===== config.mk =====
export PLATFORM = sky130hd
export DESIGN_NAME = clksel_ctrl
export DESIGN_NICKNAME = d
export VERILOG_FILES = /design/src/rtl/clksel_pkg.sv /design/src/rtl/clksel_rst_sync.sv /design/src/rtl/clksel_mode_dec.sv /design/src/rtl/clksel_bits.sv /design/src/rtl/clksel_src_enc.sv /design/src/rtl/clksel_ctrl.sv
export SDC_FILE = /design/constraint.sdc
export NUM_CORES = 1
export LEC_CHECK = 0
export ABC_CLOCK_PERIOD_IN_PS = 2350
export BUFFER_PORTS_ARGS = -buffer_cell sky130_fd_sc_hd__buf_2
export CORE_AREA = 2 2 39 41
export CTS_CLUSTER_DIAMETER = 200
export CTS_CLUSTER_SIZE = 24
export DETAILED_ROUTE_END_ITERATION = 16
export DIE_AREA = 0 0 41 43
export MAX_ROUTING_LAYER = met4
export SYNTH_ARGS = -nofsm -noshare
export SYNTH_HDL_FRONTEND = slang
export SYNTH_SLANG_ARGS = --single-unit

===== constraint.sdc =====
create_clock -name clk -period 2.35 [get_ports clk]
set_input_delay 0.47 -clock clk [delete_from_list [all_inputs] [get_ports clk]]
set_output_delay 0.47 -clock clk [all_outputs]
set_load 0.01 [all_outputs]

===== src/rtl/clksel_pkg.sv =====
package clksel_pkg;

  localparam int unsigned REG_W  = 8;
  localparam int unsigned MODE_W = 3;
  localparam int unsigned SEL_W  = 2;

  localparam int unsigned BIT_SEC  = 0;
  localparam int unsigned BIT_PSEL = 1;
  localparam int unsigned BIT_PEN  = 2;
  localparam int unsigned BIT_LOCK = 3;

  typedef enum logic [SEL_W-1:0] {
    SRC_PRI = 2'b00,
    SRC_PLL = 2'b01,
    SRC_SEC = 2'b10
  } src_e;

  typedef struct packed {
    logic hw_pll;
    logic sw_pll;
  } mode_cls_t;

endpackage


===== src/rtl/clksel_rst_sync.sv =====
module clksel_rst_sync #(
  parameter int unsigned STAGES = 2
) (
  input  logic clk,
  input  logic rst_n,
  output logic rst_n_sync
);

  logic [STAGES-1:0] chain_q;

  always_ff @(posedge clk or negedge rst_n) begin
    if (!rst_n) chain_q <= '0;
    else        chain_q <= {chain_q[STAGES-2:0], 1'b1};
  end

  assign rst_n_sync = chain_q[STAGES-1];

endmodule


===== src/rtl/clksel_mode_dec.sv =====
module clksel_mode_dec
  import clksel_pkg::*;
(
  input  logic [MODE_W-1:0] osc_mode,
  output mode_cls_t         cls
);

  always_comb begin
    cls.hw_pll = osc_mode[MODE_W-1] & ~osc_mode[MODE_W-2];
    cls.sw_pll = osc_mode[MODE_W-1] &  osc_mode[MODE_W-2];
  end

endmodule


===== src/rtl/clksel_bits.sv =====
module clksel_bits
  import clksel_pkg::*;
(
  input  logic      clk,
  input  logic      rst_n,
  input  logic      wr_en,
  input  logic      wd_pen,
  input  logic      wd_psel,
  input  logic      wd_sec,
  input  mode_cls_t cls,
  input  logic      sec_sw_fuse_n,
  input  logic      sec_osc_en,
  input  logic      pll_locked,
  output logic      pen_eff,
  output logic      psel_eff,
  output logic      sec_eff
);

  logic pen_q, psel_q, sec_q;
  logic pen_nxt, psel_nxt, sec_nxt;
  logic psel_ok_now, psel_ok_nxt, sec_ok;
  logic reg_ce;

  always_comb begin
    sec_ok      = ~sec_sw_fuse_n & sec_osc_en;
    pen_nxt     = cls.sw_pll ? (wr_en ? wd_pen : pen_q) : 1'b0;
    psel_ok_nxt = cls.sw_pll & pen_nxt & pll_locked;
    psel_nxt    = psel_ok_nxt ? (wr_en ? wd_psel : psel_q) : 1'b0;
    sec_nxt     = sec_ok ? (wr_en ? wd_sec : sec_q) : 1'b0;
    reg_ce      = wr_en | (pen_q ^ pen_nxt) | (psel_q ^ psel_nxt)
                | (sec_q ^ sec_nxt);
  end

  always_ff @(posedge clk or negedge rst_n) begin
    if (!rst_n) begin
      pen_q  <= 1'b0;
      psel_q <= 1'b0;
      sec_q  <= 1'b0;
    end else if (reg_ce) begin
      pen_q  <= pen_nxt;
      psel_q <= psel_nxt;
      sec_q  <= sec_nxt;
    end
  end

  always_comb begin
    pen_eff     = cls.hw_pll | (cls.sw_pll & pen_q);
    psel_ok_now = cls.sw_pll & pen_eff & pll_locked;
    psel_eff    = psel_q & psel_ok_now;
    sec_eff     = sec_q & sec_ok;
  end

  p_sec_cleared_r8: assert property (@(posedge clk) disable iff (!rst_n)
    (!sec_ok && !wr_en) |=> !sec_q);

  p_psel_cleared_r7: assert property (@(posedge clk) disable iff (!rst_n)
    (!pll_locked && !wr_en) |=> !psel_q);

endmodule


===== src/rtl/clksel_src_enc.sv =====
module clksel_src_enc
  import clksel_pkg::*;
(
  input  logic psel_eff,
  input  logic sec_eff,
  output src_e src
);

  always_comb begin
    if (sec_eff)       src = SRC_SEC;
    else if (psel_eff) src = SRC_PLL;
    else               src = SRC_PRI;
  end

endmodule


===== src/rtl/clksel_ctrl.sv =====
module clksel_ctrl
  import clksel_pkg::*;
(
  input  logic              clk,
  input  logic              rst_n,
  input  logic              wr_en,
  input  logic [REG_W-1:0]  wr_data,
  input  logic [MODE_W-1:0] osc_mode,
  input  logic              sec_sw_fuse_n,
  input  logic              sec_osc_en,
  input  logic              pll_locked,
  output logic [REG_W-1:0]  rd_data,
  output logic [SEL_W-1:0]  src_sel
);

  logic      rst_n_s;
  mode_cls_t cls;
  logic      pen_eff, psel_eff, sec_eff;
  src_e      src;

  clksel_rst_sync #(.STAGES(2)) i_rst (
    .clk(clk), .rst_n(rst_n), .rst_n_sync(rst_n_s)
  );

  clksel_mode_dec i_dec (.osc_mode(osc_mode), .cls(cls));

  clksel_bits i_bits (
    .clk(clk), .rst_n(rst_n_s), .wr_en(wr_en),
    .wd_pen(wr_data[BIT_PEN]), .wd_psel(wr_data[BIT_PSEL]),
    .wd_sec(wr_data[BIT_SEC]), .cls(cls),
    .sec_sw_fuse_n(sec_sw_fuse_n), .sec_osc_en(sec_osc_en),
    .pll_locked(pll_locked), .pen_eff(pen_eff),
    .psel_eff(psel_eff), .sec_eff(sec_eff)
  );

  clksel_src_enc i_enc (.psel_eff(psel_eff), .sec_eff(sec_eff), .src(src));

  always_comb begin
    rd_data           = '0;
    rd_data[BIT_LOCK] = pll_locked;
    rd_data[BIT_PEN]  = pen_eff;
    rd_data[BIT_PSEL] = psel_eff;
    rd_data[BIT_SEC]  = sec_eff;
    src_sel           = src;
  end

  p_src_legal_r10: assert property (@(posedge clk) disable iff (!rst_n_s)
    src_sel != 2'b11);

  p_pll_needs_lock_r4: assert property (@(posedge clk) disable iff (!rst_n_s)
    (src_sel == SRC_PLL) |-> (pll_locked && rd_data[BIT_PEN] && rd_data[BIT_PSEL]));

  p_sec_needs_enable_r6: assert property (@(posedge clk) disable iff (!rst_n_s)
    (src_sel == SRC_SEC) |-> (sec_osc_en && !sec_sw_fuse_n && rd_data[BIT_SEC]));

  p_hw_pll_forced_r5: assert property (@(posedge clk) disable iff (!rst_n_s)
    (osc_mode[2] && !osc_mode[1]) |-> (rd_data[BIT_PEN] && !rd_data[BIT_PSEL]));

  p_lock_drop_r7: assert property (@(posedge clk) disable iff (!rst_n_s)
    (!pll_locked && !wr_en) |=> (src_sel != SRC_PLL || pll_locked));

endmodule


==> metrics.txt <==
result of the run=finished, final reports clean; unrepaired setup endpoints after global routing=false; average size of a mapped cell=9.84 sq um; Power Internal=~170 uW; CTS resizes=0; Setup violations, final=0; reg2reg path depth=2; final hold vios=0; root buffer cell=clkbuf_4; Clock Tree Buf Depth=2; Pins Over Slew Limit=0; leak pwr=0.210 nW; clock group share of total power=45.6%; HP Class=flip-flop to asynchronous set/reset pin; gpl congestion=between 0.5 and 0.6; Seq/Total Area, Yosys=42.4%; Initial Util=21.3%; drt drc=0; Startpoint Class=flip-flop; Pwr per Cell Area=571 mW/mm^2; I/O Buffers=16; post-CTS setup buffers=0; # rows=14; post-layout util=27.1%; Synthesis Warnings=0; period utilization=between 60 and 70%; global routing met2 resource utilization=10.0%; Synth Flop Type=dfrtp_1; pre-CTS setup slack=~860 ps; Post-DRT Antenna Nets=0; n_diodes=0; die area=between 0.0015 and 0.002 sq mm; Final Non-Filler Cells=between 60 and 70; most frequent cells after synthesis=9 x buf_4, 5 x dfrtp_1, 3 x mux2i_1; largest net degree at the start of global routing=5; Fmax=around 0.65 GHz; clk_lat worst skew=240 ps; number of flops mapped to enable cells by yosys=0; H-tree depth=1; Worst Path Max Fanout=3; global-route wire length before repair=~650 um; Worst Path Required=1880 ps; Post-DP HPWL=431 um; Die Span Y=~43 um; # IOs=27; max cap viols=0; Vias per Instance=about 3.7; RR Endpoint=i_bits.psel_q; total CTS buffers=3; reg2reg start=i_bits.pen_q; First-pass DRT Iterations=4; top area cells in the synthesized netlist=dfrtp_1 42%, buf_4 23%, mux2i_1 10%, nor4_2 4.2%, and3b_1 3.0%; WHS=41.1 ps; setup TNS=0 ps; share of layout cells above drive strength 1=approximately 44%; total wire length=around 500 um; Netlist Area Pre-Place=between 200 and 300 sq um; vias in the first global route=a little over 200; most crowded layer after global routing=met2; clk sinks=5; Initial DRC Count=5; part of the power in registers=a little over two fifths; initial antenna violation count=0; CTS tree=done; nets@finish=63; Setup Skew=~1.5 ps; min setup slack post-route=between 800 and 900 ps; Multi-input gate area=106 sq um; met3 usage=approximately 3.1%; Max VDD drop=0.000215 V; Net Sw Frac=~23%; core area=~0.0014 sq mm; fin crit period=1550 ps; register area=125 sq um; Setup crit end kind=primary output; slack of the worst reg-to-reg path=roughly 1600 ps; Clock transition at path regs=40 ps; #FFs+latches synth=5; leading area contributor after synthesis=dfrtp_1; GRT Total Usage=around 6.0%; Yosys cell types=13; Cells after Synth=30; Gate power share=around an eighth; Die X=41 um; top-area cell type share of the netlist area=between 40% and 50%; met1 GRT Util=approximately 3.6%; critical path class=flip-flop to primary output; Vias=between 200 and 250; Avg WL per Cell=about 8.0 um; grt total ovfl=0; Psw=around 49 uW; fillers=roughly 150; dpl cells=56; ys async rst share=between 90% and 100%; Layout area overhead=27.1%; count leader, synth=buf_4; Worst EP arrival=roughly 1100 ps
==> critical path: stages (launching register included) <==
cell	delay, ps
dfrtp_1	360
and3b_1	200
nor3_1	130
buf_2	150
==> metrics by stage <==
| step | power, mW | instance area, sq um |
|---|---|---|
| 6_report | 0.214 | 375 |
| 5_1_grt | 0.226 | 375 |
| 4_1_cts | 0.221 | 375 |
| 3_5_place_dp | 0.117 | 339 |
| 3_3_place_gp | 0.116 | 339 |
| 2_1_floorplan | 0.111 | 307 |
==> per-layer routing <==
metal  routed length [um]  share of wire [%]  up-vias
met2                  254                 52       14
met1                  173                 35       96
met4                    0                  0        0
li1                     -                  -      113
met5                    0                  0        -
met3                   62                 13        0
==> how the worst max path moves through the flow <==
stage,start,to,slack [ps],cells past startpoint
6_report,i_bits.sec_q,src_sel[0],800,3
4_1_cts,i_bits.sec_q,src_sel[0],790,3
2_1_floorplan,sec_sw_fuse_n,src_sel[0],970,2
3_5_place_dp,sec_osc_en,src_sel[0],860,4
3_3_place_gp,sec_osc_en,src_sel[0],860,4
5_1_grt,i_bits.sec_q,src_sel[0],730,3
==> cell type report <==
type / count / share of cell area, %
Sequential cell: 5 / 33.3
Inverter: 2 / 2.00
Clock buffer: 4 / 7.00
Timing Repair Buffer: 17 / 24.0
Tap cell: 16 / 5.33
Multi-Input combinational cell: 17 / 28.3
==> sequential cells by signal, indices dropped and copies added, names as in the netlist <==
signal         count
i_rst.chain_q      2
i_bits.pen_q       1
i_bits.psel_q      1
i_bits.sec_q       1
==> cells in the final DEF (no fill, tap or decap) <==
master / n
buf_2: 16
conb_1: 5
dfrtp_1: 5
mux2i_1: 3
clkbuf_4: 3
inv_1: 2
nor2_1: 2
a21boi_0: 1
nand2_1: 1
nand3_1: 1
and3b_1: 1
nor3_1: 1
nor3b_1: 1
nor4_2: 1
clkbuf_1: 1
dlygate4sd3_1: 1
==> kinds of logic after synthesis <==
kind of cell           after synthesis  synth area share [%]
AND/OR/NAND/NOR                      8                  16.9
flip-flops                           5                  42.4
multiplexers                         3                  10.2
AO/OA/AOI/OAI                        1                  2.54
buffers and inverters               11                  25.4
other                                2                  2.54
==> power groups by stage <==
| stage | logic (mW) | registers (mW) | clock network, mW |
|---|---|---|---|
| 5_1_grt | 0.0284 | 0.0915 | 0.106 |
| 4_1_cts | 0.0259 | 0.0912 | 0.104 |
| 2_1_floorplan | 0.0194 | 0.0920 | 0 |
| 3_5_place_dp | 0.0246 | 0.0925 | 0 |
| 3_3_place_gp | 0.0241 | 0.0923 | 0 |
| 6_report | 0.0255 | 0.0911 | 0.0977 |
==> repair_timing <==
action                                  4_1_cts  5_1_grt
hold endpoints to repair                      2        0
endpoints found under the setup margin        0        0
hold buffers                                  1        0
Note: power is estimated with default switching activity, not from simulation.
